==> config.mk <==
export PLATFORM = sky130hd
export DESIGN_NAME = pixel_sample_packer
export DESIGN_NICKNAME = d
export VERILOG_FILES = /design/src/rtl/pix_pack_pkg.sv /design/src/rtl/pix_settle_timer.sv /design/src/rtl/pix_run_sequencer.sv /design/src/rtl/pix_bit_packer.sv /design/src/rtl/pixel_sample_packer.sv
export SDC_FILE = /design/constraint.sdc
export NUM_CORES = 1
export LEC_CHECK = 0
export ABC_AREA = 1
export CAP_MARGIN = 20
export CORE_MARGIN = 2
export CORE_UTILIZATION = 55
export CTS_CLUSTER_DIAMETER = 200
export DETAILED_ROUTE_END_ITERATION = 16
export DONT_BUFFER_PORTS = 1
export GPL_TIMING_DRIVEN = 0
export PLACE_DENSITY = 0.78
export SYNTH_ARGS = -nofsm -noshare
export SYNTH_HDL_FRONTEND = slang
export SYNTH_HIERARCHICAL = 1
export SYNTH_SLANG_ARGS = --single-unit
==> constraint.sdc <==
create_clock -name clk -period 1.8 [get_ports clk]
set_input_delay 0.54 -clock clk [delete_from_list [all_inputs] [get_ports clk]]
set_output_delay 0.54 -clock clk [all_outputs]
set_load 0.01 [all_outputs]
==> src/rtl/pix_pack_pkg.sv <==
package pix_pack_pkg;

  // Controller phases; HOLD is the post-run state that drives the sensor resets.
  typedef enum logic [1:0] {
    PH_IDLE    = 2'd0,
    PH_SETTLE  = 2'd1,
    PH_CAPTURE = 2'd2,
    PH_HOLD    = 2'd3
  } phase_e;

  // A start is honoured only when no run is in flight.
  function automatic logic can_accept(input phase_e ph);
    return (ph == PH_IDLE) || (ph == PH_HOLD);
  endfunction

endpackage

==> src/rtl/pix_settle_timer.sv <==
module pix_settle_timer #(
  parameter int SETTLE_CYCLES = 3,
  localparam int CW = $clog2(SETTLE_CYCLES + 1)
) (
  input  logic clk,
  input  logic rst,
  input  logic arm,
  output logic done
);

  logic [CW-1:0] cnt_q;

  // The count restarts from zero every time arm rises.
  always_ff @(posedge clk) begin
    if (rst || !arm) begin
      cnt_q <= '0;
    end else if (!done) begin
      cnt_q <= cnt_q + 1'b1;
    end
  end

  assign done = arm && (cnt_q == CW'(SETTLE_CYCLES - 1));

endmodule

==> src/rtl/pix_run_sequencer.sv <==
module pix_run_sequencer
  import pix_pack_pkg::*;
(
  input  logic   clk,
  input  logic   rst,
  input  logic   start_i,
  input  logic   settle_done,
  input  logic   run_last,
  output phase_e phase_q,
  output logic   accept_evt
);

  phase_e phase_d;

  assign accept_evt = start_i && can_accept(phase_q);

  always_comb begin
    phase_d = phase_q;
    unique case (phase_q)
      PH_IDLE, PH_HOLD: if (accept_evt)  phase_d = PH_SETTLE;
      PH_SETTLE:        if (settle_done) phase_d = PH_CAPTURE;
      PH_CAPTURE:       phase_d = run_last ? PH_HOLD : PH_SETTLE;
      default:          phase_d = PH_IDLE;
    endcase
  end

  always_ff @(posedge clk) begin
    if (rst) phase_q <= PH_IDLE;
    else     phase_q <= phase_d;
  end

endmodule

==> src/rtl/pix_bit_packer.sv <==
module pix_bit_packer #(
  parameter int WORD_BITS   = 8,
  parameter int NUM_SAMPLES = 256,
  localparam int IW     = $clog2(WORD_BITS),
  localparam int SW     = $clog2(NUM_SAMPLES),
  localparam int ADDR_W = SW - IW
) (
  input  logic                 clk,
  input  logic                 rst,
  input  logic                 clear,
  input  logic                 capture,
  input  logic                 bit_i,
  output logic                 last_o,
  output logic                 word_end_o,
  output logic                 we_o,
  output logic [ADDR_W-1:0]    addr_o,
  output logic [WORD_BITS-1:0] data_o
);

  logic [SW-1:0]        cnt_q;
  logic [WORD_BITS-1:0] pack_q;
  logic [WORD_BITS-1:0] pack_next;
  logic [IW-1:0]        idx;
  logic [ADDR_W-1:0]    word_idx;

  // Write one bit into a word at a given position.
  function automatic logic [WORD_BITS-1:0] place_bit(
    input logic [WORD_BITS-1:0] w,
    input logic [IW-1:0]        pos,
    input logic                 b
  );
    logic [WORD_BITS-1:0] r;
    r      = w;
    r[pos] = b;
    return r;
  endfunction

  assign idx        = cnt_q[IW-1:0];
  assign word_idx   = cnt_q[SW-1:IW];
  assign pack_next  = place_bit(pack_q, idx, bit_i);
  assign word_end_o = (idx == IW'(WORD_BITS - 1));
  assign last_o     = (cnt_q == SW'(NUM_SAMPLES - 1));

  always_ff @(posedge clk) begin
    if (rst) begin
      cnt_q  <= '0;
      pack_q <= '0;
      we_o   <= 1'b0;
      addr_o <= '0;
      data_o <= '0;
    end else begin
      we_o <= 1'b0;
      if (clear) begin
        cnt_q  <= '0;
        pack_q <= '0;
      end else if (capture) begin
        cnt_q <= last_o ? '0 : cnt_q + 1'b1;
        if (word_end_o) begin
          we_o   <= 1'b1;
          addr_o <= word_idx;
          data_o <= pack_next;
          pack_q <= '0;
        end else begin
          pack_q <= pack_next;
        end
      end
    end
  end

endmodule

==> src/rtl/pixel_sample_packer.sv <==
module pixel_sample_packer
  import pix_pack_pkg::*;
#(
  parameter int SETTLE_CYCLES = 3,
  parameter int WORD_BITS     = 8,
  parameter int NUM_SAMPLES   = 256,
  localparam int ADDR_W = $clog2(NUM_SAMPLES) - $clog2(WORD_BITS)
) (
  input  logic                 clk,
  input  logic                 rst,
  input  logic                 start_i,
  input  logic                 comp_i,
  output logic                 sample_valid_o,
  output logic                 sel_rst_o,
  output logic                 pd_rst_o,
  output logic                 v_rst_o,
  output logic                 mem_we_o,
  output logic [ADDR_W-1:0]    mem_addr_o,
  output logic [WORD_BITS-1:0] mem_wdata_o
);

  phase_e phase_q;
  logic   accept_evt;
  logic   settle_done;
  logic   capture_evt;
  logic   run_last;
  logic   word_end_evt;
  logic   run_end_evt;

  assign capture_evt = (phase_q == PH_CAPTURE);
  assign run_end_evt = capture_evt && run_last;

  pix_run_sequencer u_seq (
    .clk         (clk),
    .rst         (rst),
    .start_i     (start_i),
    .settle_done (settle_done),
    .run_last    (run_last),
    .phase_q     (phase_q),
    .accept_evt  (accept_evt)
  );

  pix_settle_timer #(.SETTLE_CYCLES(SETTLE_CYCLES)) u_timer (
    .clk  (clk),
    .rst  (rst),
    .arm  (phase_q == PH_SETTLE),
    .done (settle_done)
  );

  pix_bit_packer #(.WORD_BITS(WORD_BITS), .NUM_SAMPLES(NUM_SAMPLES)) u_pack (
    .clk        (clk),
    .rst        (rst),
    .clear      (accept_evt),
    .capture    (capture_evt),
    .bit_i      (comp_i),
    .last_o     (run_last),
    .word_end_o (word_end_evt),
    .we_o       (mem_we_o),
    .addr_o     (mem_addr_o),
    .data_o     (mem_wdata_o)
  );

  assign sample_valid_o = capture_evt;
  assign sel_rst_o      = (phase_q == PH_HOLD);
  assign pd_rst_o       = (phase_q == PH_HOLD);
  assign v_rst_o        = (phase_q == PH_HOLD);

endmodule

### Word level (Yosys, flattened, before mapping)

Cells that the tools add are included.

* flip-flop bits (word level): 34
* logic and storage cells: 43
* input port bits: 4

* order comparisons: 2
* equality and inequality tests: 8
* bitwise operators: 2
* muxes and demuxes: 10
* add/subtract/negate cells: 2
* reductions and logical operators: 12

Operators with widths (number)
* $mux W8: 2
* $add A8 B1 Y8 const B: 1
* $bwmux W8: 1
* $eq A8 B8 Y1 const B: 1
* $eq A2 B2 Y1 const B: 3
* $mux W2: 3
* $pmux W2 S3: 1
* $lt A3 B4 Y1 const B: 1
* $ne A2 B2 Y1 const B: 2
* $reduce_or A2 Y1: 2
* $demux W1 S3: 1
* $eq A3 B3 Y1 const B: 1
* $ge A3 B1 Y1 const B: 1
* $logic_and A1 B1 Y1: 3
* $reduce_and A3 Y1: 1
* $reduce_or A3 Y1: 1
* $add A2 B1 Y2 const B: 1
* $eq A2 B1 Y1 const B: 1
* $logic_not A2 Y1: 1
* $logic_or A1 B1 Y1: 2
* $mux W1: 2
* $not A1 Y1: 2
* $reduce_and A2 Y1: 1
* $logic_not A1 Y1: 1

### Depth between registers and ports, before layout

Gate-level depths: netlist of run 1.

* depth in word-level cells: 6
* depth in mapped cells: 10

### Hierarchy

The synthesis of run 1 kept the hierarchy.

By module, submodules not included
* pix_bit_packer: cells each 219, sequential area each 600.6 um2, area an instance 1468.9 um2, times used 1
* pix_run_sequencer: cells each 23, sequential area each 40.0 um2, area an instance 155.1 um2, times used 1
* pix_settle_timer: cells each 18, sequential area each 40.0 um2, area an instance 112.6 um2, times used 1
* pixel_sample_packer: cells each 8, sequential area each 0.0 um2, area an instance 37.5 um2, times used 1

### Least setup slack after synthesis of run 1

Ideal clock, no wire load.

* path kind: register to register
* start point: register u_seq.phase_q[1]
* end point: register u_pack.data_o[0]
* arrival: 1370 ps
* required time: 1691 ps
* clock period less this slack: 1478 ps
* cell stages (with the launch flop): 9
* path slack: 322 ps
* library setup time: 109 ps
* cells stage by stage: dfxtp_1 -> inv_1 -> nor2_1 -> nand2_2 -> nor2_4 -> buf_4 -> nand2_1 -> nand2_1 -> inv_1

* elaborated cells on any way between the ends: 7
* those cells by class: eq/ne (2); bitwise (1); reduce/logical (4)

RTL lines
* start, declared: RTL line pix_run_sequencer.sv:9 `output phase_e phase_q,`
* start signal, assigned: RTL line pix_run_sequencer.sv:29 `else phase_q <= phase_d;`
* $eq A2 B2 Y1: RTL line pixel_sample_packer.sv:30 `assign capture_evt = (phase_q == PH_CAPTURE);`
* via sample_valid_o: RTL line pixel_sample_packer.sv:13 `output logic sample_valid_o,`
* $reduce_and A3 Y1 (no source line)
* end signal, assigned: RTL line pix_bit_packer.sv:61 `data_o <= pack_next;`
* end, declared: RTL line pix_bit_packer.sv:17 `output logic [WORD_BITS-1:0] data_o`

The timed path passes the listed nets, and every way through them passes these cells.
A chain may end at the register's enable or synchronous reset.

### Final worst setup path of run 1

* start point: register u_seq.phase_q[1]
* end point: output port sample_valid_o

* longest elaborated chain between the ends: 1

Ends and longest elaborated chain (RTL line)
* $eq A2 B2 Y1: pixel_sample_packer.sv:30
* end, declared: pixel_sample_packer.sv:13

No other way between the ends.

==> out/qor.yml, run 1 <==
status:
  outcome: "finished, final reports clean"
power:
  ir_drop_mv: 0.514
  p_leak_uw: 0.000878
  power.density_nw_per_um2: 702
  p_total_uw: 1330
worst_setup_path:
  end_kind: "output pin"
  critPathKind: "register to output pin"
  cp.arrival_ns: 1.17
  worstPathRequired_ns: 1.26
  ff2ff_path_depth: 8
  crit_fanout: 6
  startpoint_type: "register"
drt:
  drt_pass1_iterations: 4
  avgViaCountPerCell: 4.82
  drc: 0
  wire_per_inst_um: 10.7
  antenna_left: 0
  routed_wl_um: 3410
  drt_iter0_drc: 82
  via_count: 1541
floorplan:
  io_pins: 22
  core.rowCount: 20
  start_util_pct: 58.1
  core_region_area_sq_um: 3050
  dieHeight_um: 60.8
  die_area_sq_um: 3700
  die_width_um: 60.8
placement:
  routabilityCongestion: 0.811
  dpl.hpwl_um: 2480
  place_area_sq_um: 1830
  port_buffers: 0
clocking:
  path_clk_slew_ns: 0.09
  clock_latency_ns: 0.33
  postCtsHoldBufs: 0
  cts_tree: "built"
  clock_path_buffers: 2
  numClockSinks: 34
  cts-buffers-inserted: 5
  cts_root_buf: "clkbuf_4"
  htree_levels: 2
  cts_setup_buffers: 0
worst_hold_path:
  whs_path_depth: 1
  hp-class: "input port to register"
synth:
  yosysTopAreaCell: "dfxtp_1"
  synth-main-ff-cell: "dfxtp_1"
  yosysWarnings: 6
  synth_edf_count: 0
  async_reset_ff_share_pct: 0
  netlist-cell-type-count: 22
  synth_top_area_share_pct: 38.4
  syn_avg_cell_area_sq_um: 6.62
  ys_ff_latch: 34
  synth.most_common_cell: "nand2_1"
  synth_nets: 278
  netlist_area_sq_um: 1770
  yosysSeqAreaShare_pct: 38.4
  synthTopCellsByCount: "nand2_1 (68), inv_1 (43), nor2_1 (39)"
  synthCells: 268
  synthTopCellsByArea: "dfxtp_1 (38%), nand2_1 (14%), inv_1 (9.1%)"
final_layout:
  n_antenna_cell: 0
  final_core_util_pct: 62.1
  fin_area_sq_um: 1900
  num-fill-cells: 300
  syn2layout_area_growth_pct: 6.91
  drive_gt1_share_pct: 11.6
  nets: 286
timing:
  min_period_ns: 1.71
  slew_viol_final: 0
  timing.fmax_mhz: 584
  skew_ns: 0.00791
  rsz0062_at_grt: "no"
  slew_headroom_pct: 73.6
  finalSetupViolations: 0
  tns_ns: 0
  finalHoldViolCount: 0
  post-route-period-util_pct: 95.1
  tightest_slew_ns: 0.395
global_route:
  grt_pass1_wl_um: 5420
  grt_max_degree: 11
  grt_pass1_vias: 1219
  grt_usage_pct: 19.9
  grt_overflow: 0
  antenna_found_initial: 0
job:
  maxCapViolCount: 0
==> critical path, stage by stage (launching register included) <==
cell     delay (ns)
dfxtp_1        0.45
inv_1          0.08
nor2_2         0.32
==> layer usage <==
metal	global-route usage, %	vias to the layer above	share of wire, %	routed length (um)
met5	0	-	0	0
li1	-	843	-	-
met3	4.90	5	4.9	167
met1	27.1	668	49	1690
met4	8.39	0	1.6	56
met2	30.0	25	44	1500
==> cell usage in the layout (no fill, tap or decap) <==
| cell | instances |
|---|---|
| clkinvlp_4 | 2 |
| nor2_1 | 38 |
| clkinv_1 | 1 |
| a21oi_2 | 2 |
| clkinv_2 | 2 |
| ha_1 | 6 |
| o21ai_0 | 9 |
| a31oi_1 | 1 |
| buf_6 | 3 |
| buf_2 | 3 |
| o21bai_1 | 1 |
| xor2_1 | 1 |
| inv_1 | 43 |
| nand2_2 | 4 |
| dfxtp_1 | 33 |
| nand4_1 | 9 |
| nor3_1 | 1 |
| buf_4 | 3 |
| inv_2 | 1 |
| nand3_1 | 21 |
| nor2_2 | 4 |
| dfxtp_2 | 1 |
| clkbuf_4 | 5 |
| nand2_1 | 68 |
| a21oi_1 | 12 |
| nor2_4 | 2 |
==> kinds of logic after synthesis <==
group,after synthesis,share of synthesized area [%]
AO/OA/AOI/OAI,25,7.69
XOR/XNOR,1,0.494
adder cells (fa/ha/maj),6,4.23
buffers and inverters,55,13.8
flip-flops,34,38.4
AND/OR/NAND/NOR,147,35.5
==> timing repair <==
| item | CTS | global route |
|---|---|---|
| gates cloned | 0 | 1 |
| setup endpoints to repair | 9 | 9 |
| resized for setup | 1 | 4 |
==> power by group <==
part / total [uW] / leakage, uW / switching [uW] / internal [uW]
registers: 779 / 0.000275 / 14.1 / 765
logic: 165 / 0.000573 / 113 / 51.8
clock network: 389 / 0.0000308 / 249 / 140
==> final timing paths <==
path / start / endpoint / slack, ns
worst min-delay path: rst / u_seq/phase_q[0]$_SDFFE_PP0P_ / 0.26
worst max register to register: u_seq/phase_q[1]$_SDFFE_PP0P_ / u_pack/data_o[6]$_SDFFE_PP0P_ / 0.18
worst min register to register: u_timer/cnt_q[0]$_SDFFE_PP0N_ / u_timer/cnt_q[0]$_SDFFE_PP0N_ / 0.47
worst max-delay path: u_seq/phase_q[1]$_SDFFE_PP0P_ / sample_valid_o / 0.09
==> final cells by class <==
class                      count  area, sq um  area share (%)
clock inverter                 2         10.0           0.528
inverter                      46          176            9.30
buffer                         9         71.3            3.76
timing repair inverter         1         7.51           0.396
sequential                    34          682            35.9
multi-input combinational    179          857            45.2
clock buffer                   5         37.5            1.98
tap                           44         55.1            2.90
==> metrics by stage <==
| step | std cells | setup slack, ns | hold WS, ns |
|---|---|---|---|
| 6_report | 320 | 0.0887 | 0.257 |
| 3_5_place_dp | 312 | -0.0123 | 0.452 |
| 3_3_place_gp | 312 | -0.00318 | 0.441 |
| 5_1_grt | 320 | 0.0284 | 0.239 |
| 4_1_cts | 319 | 0.00957 | 0.247 |
| 2_1_floorplan | 268 | 0.322 | 0.432 |
==> flip-flops by register name, indices dropped and copies added (netlist names) <==
signal	cells
u_pack/addr_o	5
u_seq/phase_q	2
u_timer/cnt_q	2
u_pack/data_o	8
u_pack/pack_q	8
u_pack/we_o	1
u_pack/cnt_q	8
Power figures use the tool's default switching activity.
==> inputs of run 2 (changes only) <==
--- a/config.mk
+++ b/config.mk
@@ -12,6 +12,7 @@
 export CTS_CLUSTER_DIAMETER = 200
 export DETAILED_ROUTE_END_ITERATION = 16
 export DONT_BUFFER_PORTS = 1
+export GPL_ROUTABILITY_DRIVEN = 0
 export GPL_TIMING_DRIVEN = 0
 export PLACE_DENSITY = 0.78
 export SYNTH_ARGS = -nofsm -noshare
==> constraint.sdc (replaced) <==
create_clock -name clk -period 2.07 [get_ports clk]
set_input_delay 0.621 -clock clk [delete_from_list [all_inputs] [get_ports clk]]
set_output_delay 0.621 -clock clk [all_outputs]
set_load 0.01 [all_outputs]
==> run 2 against run 1 <==
Power decreased by 14%; register-to-register slack improved by 0.09 ns; clock skew decreased by 0.00060 ns; die area unchanged; combinational power decreased by 18%; setup slack improved by 0.050 ns; global-route usage about the same; flip-flop and latch count unchanged.
==> out/qor.yml, run 2 (synthesized netlist as in run 1, its figures left out) <==
global_route:
  antenna_found_initial: 0  # unchanged
  grt_overflow: 0  # unchanged
  grt_max_degree: 11  # unchanged
  busiest_layer: "met2"
  gr-usage-met2_pct: 30.0  # unchanged
  met3_usage_pct: 4.90  # unchanged
  met1_usage_pct: 26.9  # -0.13 points
  grt_pass1_wl_um: 5410  # -0.26%
  grt_usage_pct: 19.8  # -0.044 points
  grt_pass1_vias: 1218  # -0.082%
placement:
  place_area_sq_um: 1830  # unchanged
  port_buffers: 0  # unchanged
  dpl.hpwl_um: 2480  # unchanged
power:
  ir_drop_mv: 0.438  # -15%
  power.density_nw_per_um2: 611  # -13%
  p_total_uw: 1150  # -14%
  p_leak_uw: 0.000878  # about the same
timing:
  finalHoldViolCount: 0  # unchanged
  slew_viol_final: 0  # unchanged
  tightest_slew_ns: 0.614  # +0.219 ns
  slew_headroom_pct: 58.9  # -15 points
  finalSetupViolations: 0  # unchanged
  post-route-period-util_pct: 93.3
  timing.fmax_mhz: 518
  rsz0062_at_grt: "no"
  tns_ns: 0  # unchanged
  whs_ns: 0.342  # +0.0853 ns
  skew_ns: 0.00731  # -0.000596 ns
  min_period_ns: 1.93
final_layout:
  reg_top3: "u_pack/cnt_q: 8 flops, u_pack/data_o: 8 flops, u_pack/pack_q: 8 flops"
  layout_common_cells: "nand2_1 (68), inv_1 (43), nor2_1 (39)"
  syn2layout_area_growth_pct: 5.78
  n_antenna_cell: 0  # unchanged
  drive_gt1_share_pct: 10.2  # -1.4 points
  fin_area_sq_um: 1880  # -1.1%
  nets: 285  # -0.35%
  final_common_cell: "nand2_1"
  num-fill-cells: 298  # -0.67%
  final_core_util_pct: 61.5  # -0.66 points
worst_setup_path:
  startpoint_type: "register"
  cp.arrival_ns: 1.31  # +0.14 ns
  worstPathRequired_ns: 1.45  # +0.19 ns
  crit_fanout: 6  # unchanged
  critPathKind: "register to output pin"
  end_kind: "output pin"
drt:
  routed_wl_um: 3350  # -2.0%
  drc: 0  # unchanged
  via_count: 1550  # +0.58%
  drt_iter0_drc: 81  # -1.2%
  antenna_left: 0  # unchanged
  avgViaCountPerCell: 4.86  # +0.90%
  drt_pass1_iterations: 4  # unchanged
  wire_per_inst_um: 10.5  # -1.7%
floorplan:
  core_region_area_sq_um: 3050  # unchanged
  start_util_pct: 58.1  # unchanged
  io_pins: 22  # unchanged
  die_width_um: 60.8  # unchanged
  core.rowCount: 20  # unchanged
  dieHeight_um: 60.8  # unchanged
  die_area_sq_um: 3700  # unchanged
clocking:
  path_clk_slew_ns: 0.09  # about the same
  htree_levels: 2  # unchanged
  numClockSinks: 34  # unchanged
  postCtsHoldBufs: 0  # unchanged
  clock_path_buffers: 2  # unchanged
  cts_setup_buffers: 0  # unchanged
  cts_root_buf: "clkbuf_4"
  cts-buffers-inserted: 5  # unchanged
  cts_tree: "built"
  clock_latency_ns: 0.33  # about the same
  cts.repair.resized: 0  # -1
job:
  maxCapViolCount: 0  # unchanged
status:
  outcome: "finished, final reports clean"
worst_hold_path:
  hp-class: "input port to register"
[run 2: cell count changes in the layout (fill, tap and decap cells not counted)]
cell,change
nor2_4,-1
dfxtp_1,+1
clkinvlp_4,-2
nor2_1,+1
dfxtp_2,-1
clkinv_1,+1
[run 2: path summary, 6_finish.rpt]
path / slack (ns) / from / to / cells past startpoint
setup / recovery: 0.14 / u_seq/phase_q[1]$_SDFFE_PP0P_ / sample_valid_o / 2
hold / removal: 0.34 / rst / u_seq/phase_q[1]$_SDFFE_PP0P_ / 1
setup reg to reg: 0.27 / u_seq/phase_q[1]$_SDFFE_PP0P_ / u_pack/data_o[6]$_SDFFE_PP0P_ / 8
hold reg to reg: 0.47 / u_timer/cnt_q[0]$_SDFFE_PP0N_ / u_timer/cnt_q[0]$_SDFFE_PP0N_ / 2
[run 2: area by class of cell]
class	count	area, sq um	share of cell area, %
buffer	9	71.3	3.80
clock buffer	5	37.5	2.00
clock inverter	2	10.0	0.533
inverter	46	173	9.20
multi-input combinational	179	850	45.3
sequential	34	681	36.3
tap	44	55.1	2.93
[run 2: routing by layer]
metal | share of wire, % | vias to the layer above | wire (um)
met5 | 0 | - | 0
met4 | 1.7 | 0 | 56
met3 | 5.6 | 5 | 188
met2 | 43 | 32 | 1440
met1 | 50 | 672 | 1660
li1 | - | 841 | -
[run 2: critical path: stages, from the launching register on]
cell,delay (ns)
dfxtp_1,0.45
inv_1,0.06
nor2_1,0.48
[run 2: power by group]
| group | internal (uW) | switching (uW) | leakage, uW |
|---|---|---|---|
| Sequential | 664 | 11.5 | 0.000274 |
| Combinational | 42.6 | 92.0 | 0.000573 |
| Clock | 122 | 214 | 0.0000308 |
[run 2: stage by stage]
step | worst slack, ns | cells
after floorplan | 0.592 | 268
after global placement | 0.267 | 312
after detailed placement | 0.258 | 312
after CTS | 0.111 | 319
after global routing | 0.0599 | 319
final | 0.139 | 319
==> inputs of run 3 (changes only) <==
--- a/config.mk
+++ b/config.mk
@@ -15,6 +15,7 @@
 export GPL_ROUTABILITY_DRIVEN = 0
 export GPL_TIMING_DRIVEN = 0
 export PLACE_DENSITY = 0.78
+export REMOVE_ABC_BUFFERS = 1
 export SYNTH_ARGS = -nofsm -noshare
 export SYNTH_HDL_FRONTEND = slang
 export SYNTH_HIERARCHICAL = 1
==> run 3 against run 2 <==
Global-route usage decreased by 0.31 points; register-to-register slack got worse by 0.14 ns; clock power increased by 16%; die area unchanged; count of clock-buffer cells in the layout increased by 1; clock skew increased by 0.0070 ns; highest routed layer unchanged.
==> out/qor.yml, run 3 (synthesized netlist as in run 1, its figures left out) <==
worst_setup_path:
  worstSetupEndpoint: "u_pack/data_o[0]$_SDFFE_PP0P_"
  critPathKind: "register to register"
  ff2ff_path_depth: 8  # unchanged
  worstPathRequired_ns: 2.37  # +0.92 ns
  startpoint_type: "register"
  cp.arrival_ns: 2.24  # +0.93 ns
  end_kind: "register"
  crit_fanout: 13  # +7
  r2r_slack_ns: 0.13  # -0.14 ns
  startpoint: "u_pack/cnt_q[0]$_SDFFE_PP0P_"
  rr_startpoint: "u_pack/cnt_q[0]$_SDFFE_PP0P_"
  regToRegEndpoint: "u_pack/data_o[0]$_SDFFE_PP0P_"
timing:
  slew_viol_final: 0  # unchanged
  setup_slack_ns: 0.129  # -0.00949 ns
  slew_headroom_pct: 66.9  # +8.0 points
  rsz0062_at_grt: "yes"
  skew_ns: 0.0143  # +0.00703 ns
  post-route-period-util_pct: 93.8  # +0.46 points
  finalHoldViolCount: 0  # unchanged
  tightest_slew_ns: 0.496  # -0.118 ns
  finalSetupViolations: 0  # unchanged
  tns_ns: 0  # unchanged
  min_period_ns: 1.94  # +0.00949 ns
  timing.fmax_mhz: 515  # -0.49%
power:
  p_int_uw: 865  # +4.3%
  pwr-share-comb_pct: 10.2  # -1.5 points
  ir_drop_mv: 0.293  # -33%
  p_leak_uw: 0.000835  # -4.9%
  p_switching_uw: 328  # +3.3%
  seqPwrFrac_pct: 57.1  # -1.8 points
  netSwitchingFraction_pct: 27.5  # -0.21 points
  power.density_nw_per_um2: 652  # +6.7%
  clockPowerShare_pct: 32.7  # +3.4 points
clocking:
  cts_tree: "built"
  path_clk_slew_ns: 0.11  # +0.02 ns
  cts.repair.resized: 0  # unchanged
  cts_root_buf: "clkbuf_4"
  clock_path_buffers: 2  # unchanged
  cts-buffers-inserted: 5  # unchanged
  htree_levels: 2  # unchanged
  numClockSinks: 34  # unchanged
  postCtsHoldBufs: 0  # unchanged
  cts_setup_buffers: 0  # unchanged
  clock_latency_ns: 0.34  # about the same
floorplan:
  die_width_um: 60.8  # unchanged
  start_util_pct: 58.1  # unchanged
  io_pins: 22  # unchanged
  dieHeight_um: 60.8  # unchanged
  core_region_area_sq_um: 3050  # unchanged
  core.rowCount: 20  # unchanged
  die_area_sq_um: 3700  # unchanged
worst_hold_path:
  hp-class: "input port to register"
final_layout:
  final_core_util_pct: 60.0  # -1.5 points
  layout_common_cells: "nand2_1 (68), inv_1 (43), nor2_1 (38)"
  n_antenna_cell: 0  # unchanged
  syn2layout_area_growth_pct: 3.17
  final_common_cell: "nand2_1"
  fin_area_sq_um: 1830  # -2.5%
  reg_top3: "u_pack/cnt_q: 8 flops, u_pack/data_o: 8 flops, u_pack/pack_q: 8 flops"
  nets: 277  # -2.8%
  drive_gt1_share_pct: 8.21  # -2.0 points
placement:
  port_buffers: 0  # unchanged
  dpl.hpwl_um: 2270  # -8.2%
  place_area_sq_um: 1760  # -3.9%
  place_ws_ns: 0.00963  # -0.248 ns
job:
  maxCapViolCount: 0  # unchanged
status:
  outcome: "finished, final reports clean"
drt:
  drt_iter0_drc: 59  # -27%
  via_count: 1534  # -1.0%
  avgViaCountPerCell: 4.92  # +1.2%
  drt_pass1_iterations: 4  # unchanged
  antenna_left: 0  # unchanged
  drc: 0  # unchanged
  wire_per_inst_um: 10.6  # +0.59%
  routed_wl_um: 3290  # -1.6%
global_route:
  grt_usage_pct: 19.5  # -0.31 points
  grt_pass1_vias: 1267  # +4.0%
  antenna_found_initial: 0  # unchanged
  grt_pass1_wl_um: 5440  # +0.52%
  grt_overflow: 0  # unchanged
  grt_max_degree: 25  # +14
run 3: cell count changes in the layout (fill, tap and decap cells not counted), sizes merged:
cell | previous run | this run
buf | 9 | 0
clkbuf | 5 | 6
nor2 | 44 | 45
clkinvlp | 0 | 1
clkinv | 4 | 3
run 3: area by class of cell:
class                      count  area, sq um
fill                         309         1220
multi-input combinational    180          858
sequential                    34          681
inverter                      46          173
tap                           44         55.1
clock buffer                   6         51.3
clock inverter                 2         12.5
run 3: how the worst min path moves through the flow:
stage                                  start                            end  slack (ns)  cells after the start
3_3_place_gp   u_timer/cnt_q[0]$_SDFFE_PP0N_  u_timer/cnt_q[0]$_SDFFE_PP0N_        0.44                      2
3_5_place_dp   u_timer/cnt_q[0]$_SDFFE_PP0N_  u_timer/cnt_q[0]$_SDFFE_PP0N_        0.44                      2
4_1_cts                                  rst  u_seq/phase_q[0]$_SDFFE_PP0P_        0.31                      1
5_1_grt                                  rst  u_seq/phase_q[0]$_SDFFE_PP0P_        0.31                      1
6_report                                 rst  u_seq/phase_q[0]$_SDFFE_PP0P_        0.33                      1
2_1_floorplan  u_timer/cnt_q[0]$_SDFFE_PP0N_  u_timer/cnt_q[0]$_SDFFE_PP0N_        0.43                      2
run 3: critical path, stage by stage, from the launching register on:
cell and delay, ns:
dfxtp_1 0.60, ha_1 0.27, ha_1 0.21, nand2_2 0.11
nor2_2 0.45, nor2_1 0.08, nor2_1 0.10, nand2_1 0.06
inv_1 0.04
run 3: power groups by stage:
stage	clock network (uW)	registers, uW	logic, uW
finish	391	681	121
global route	423	684	141
CTS	405	680	120
detailed placement	0	696	119
global placement	0	696	116
floorplan	0	691	99.4
run 3: per-stage QoR:
stage,power (uW),hold WS (ns),cells
after floorplan,791,0.432,259
after global placement,812,0.442,303
after detailed placement,814,0.443,303
after CTS,1200,0.314,311
after global routing,1250,0.308,312
final,1190,0.328,312
run 3: layer usage:
layer | wire length [um] | vias up | GRT usage [%]
met5 | 0 | - | 0
met4 | 31 | 0 | 7.45
met3 | 149 | 3 | 5.54
met2 | 1460 | 31 | 28.9
met1 | 1660 | 673 | 26.8
li1 | - | 827 | -
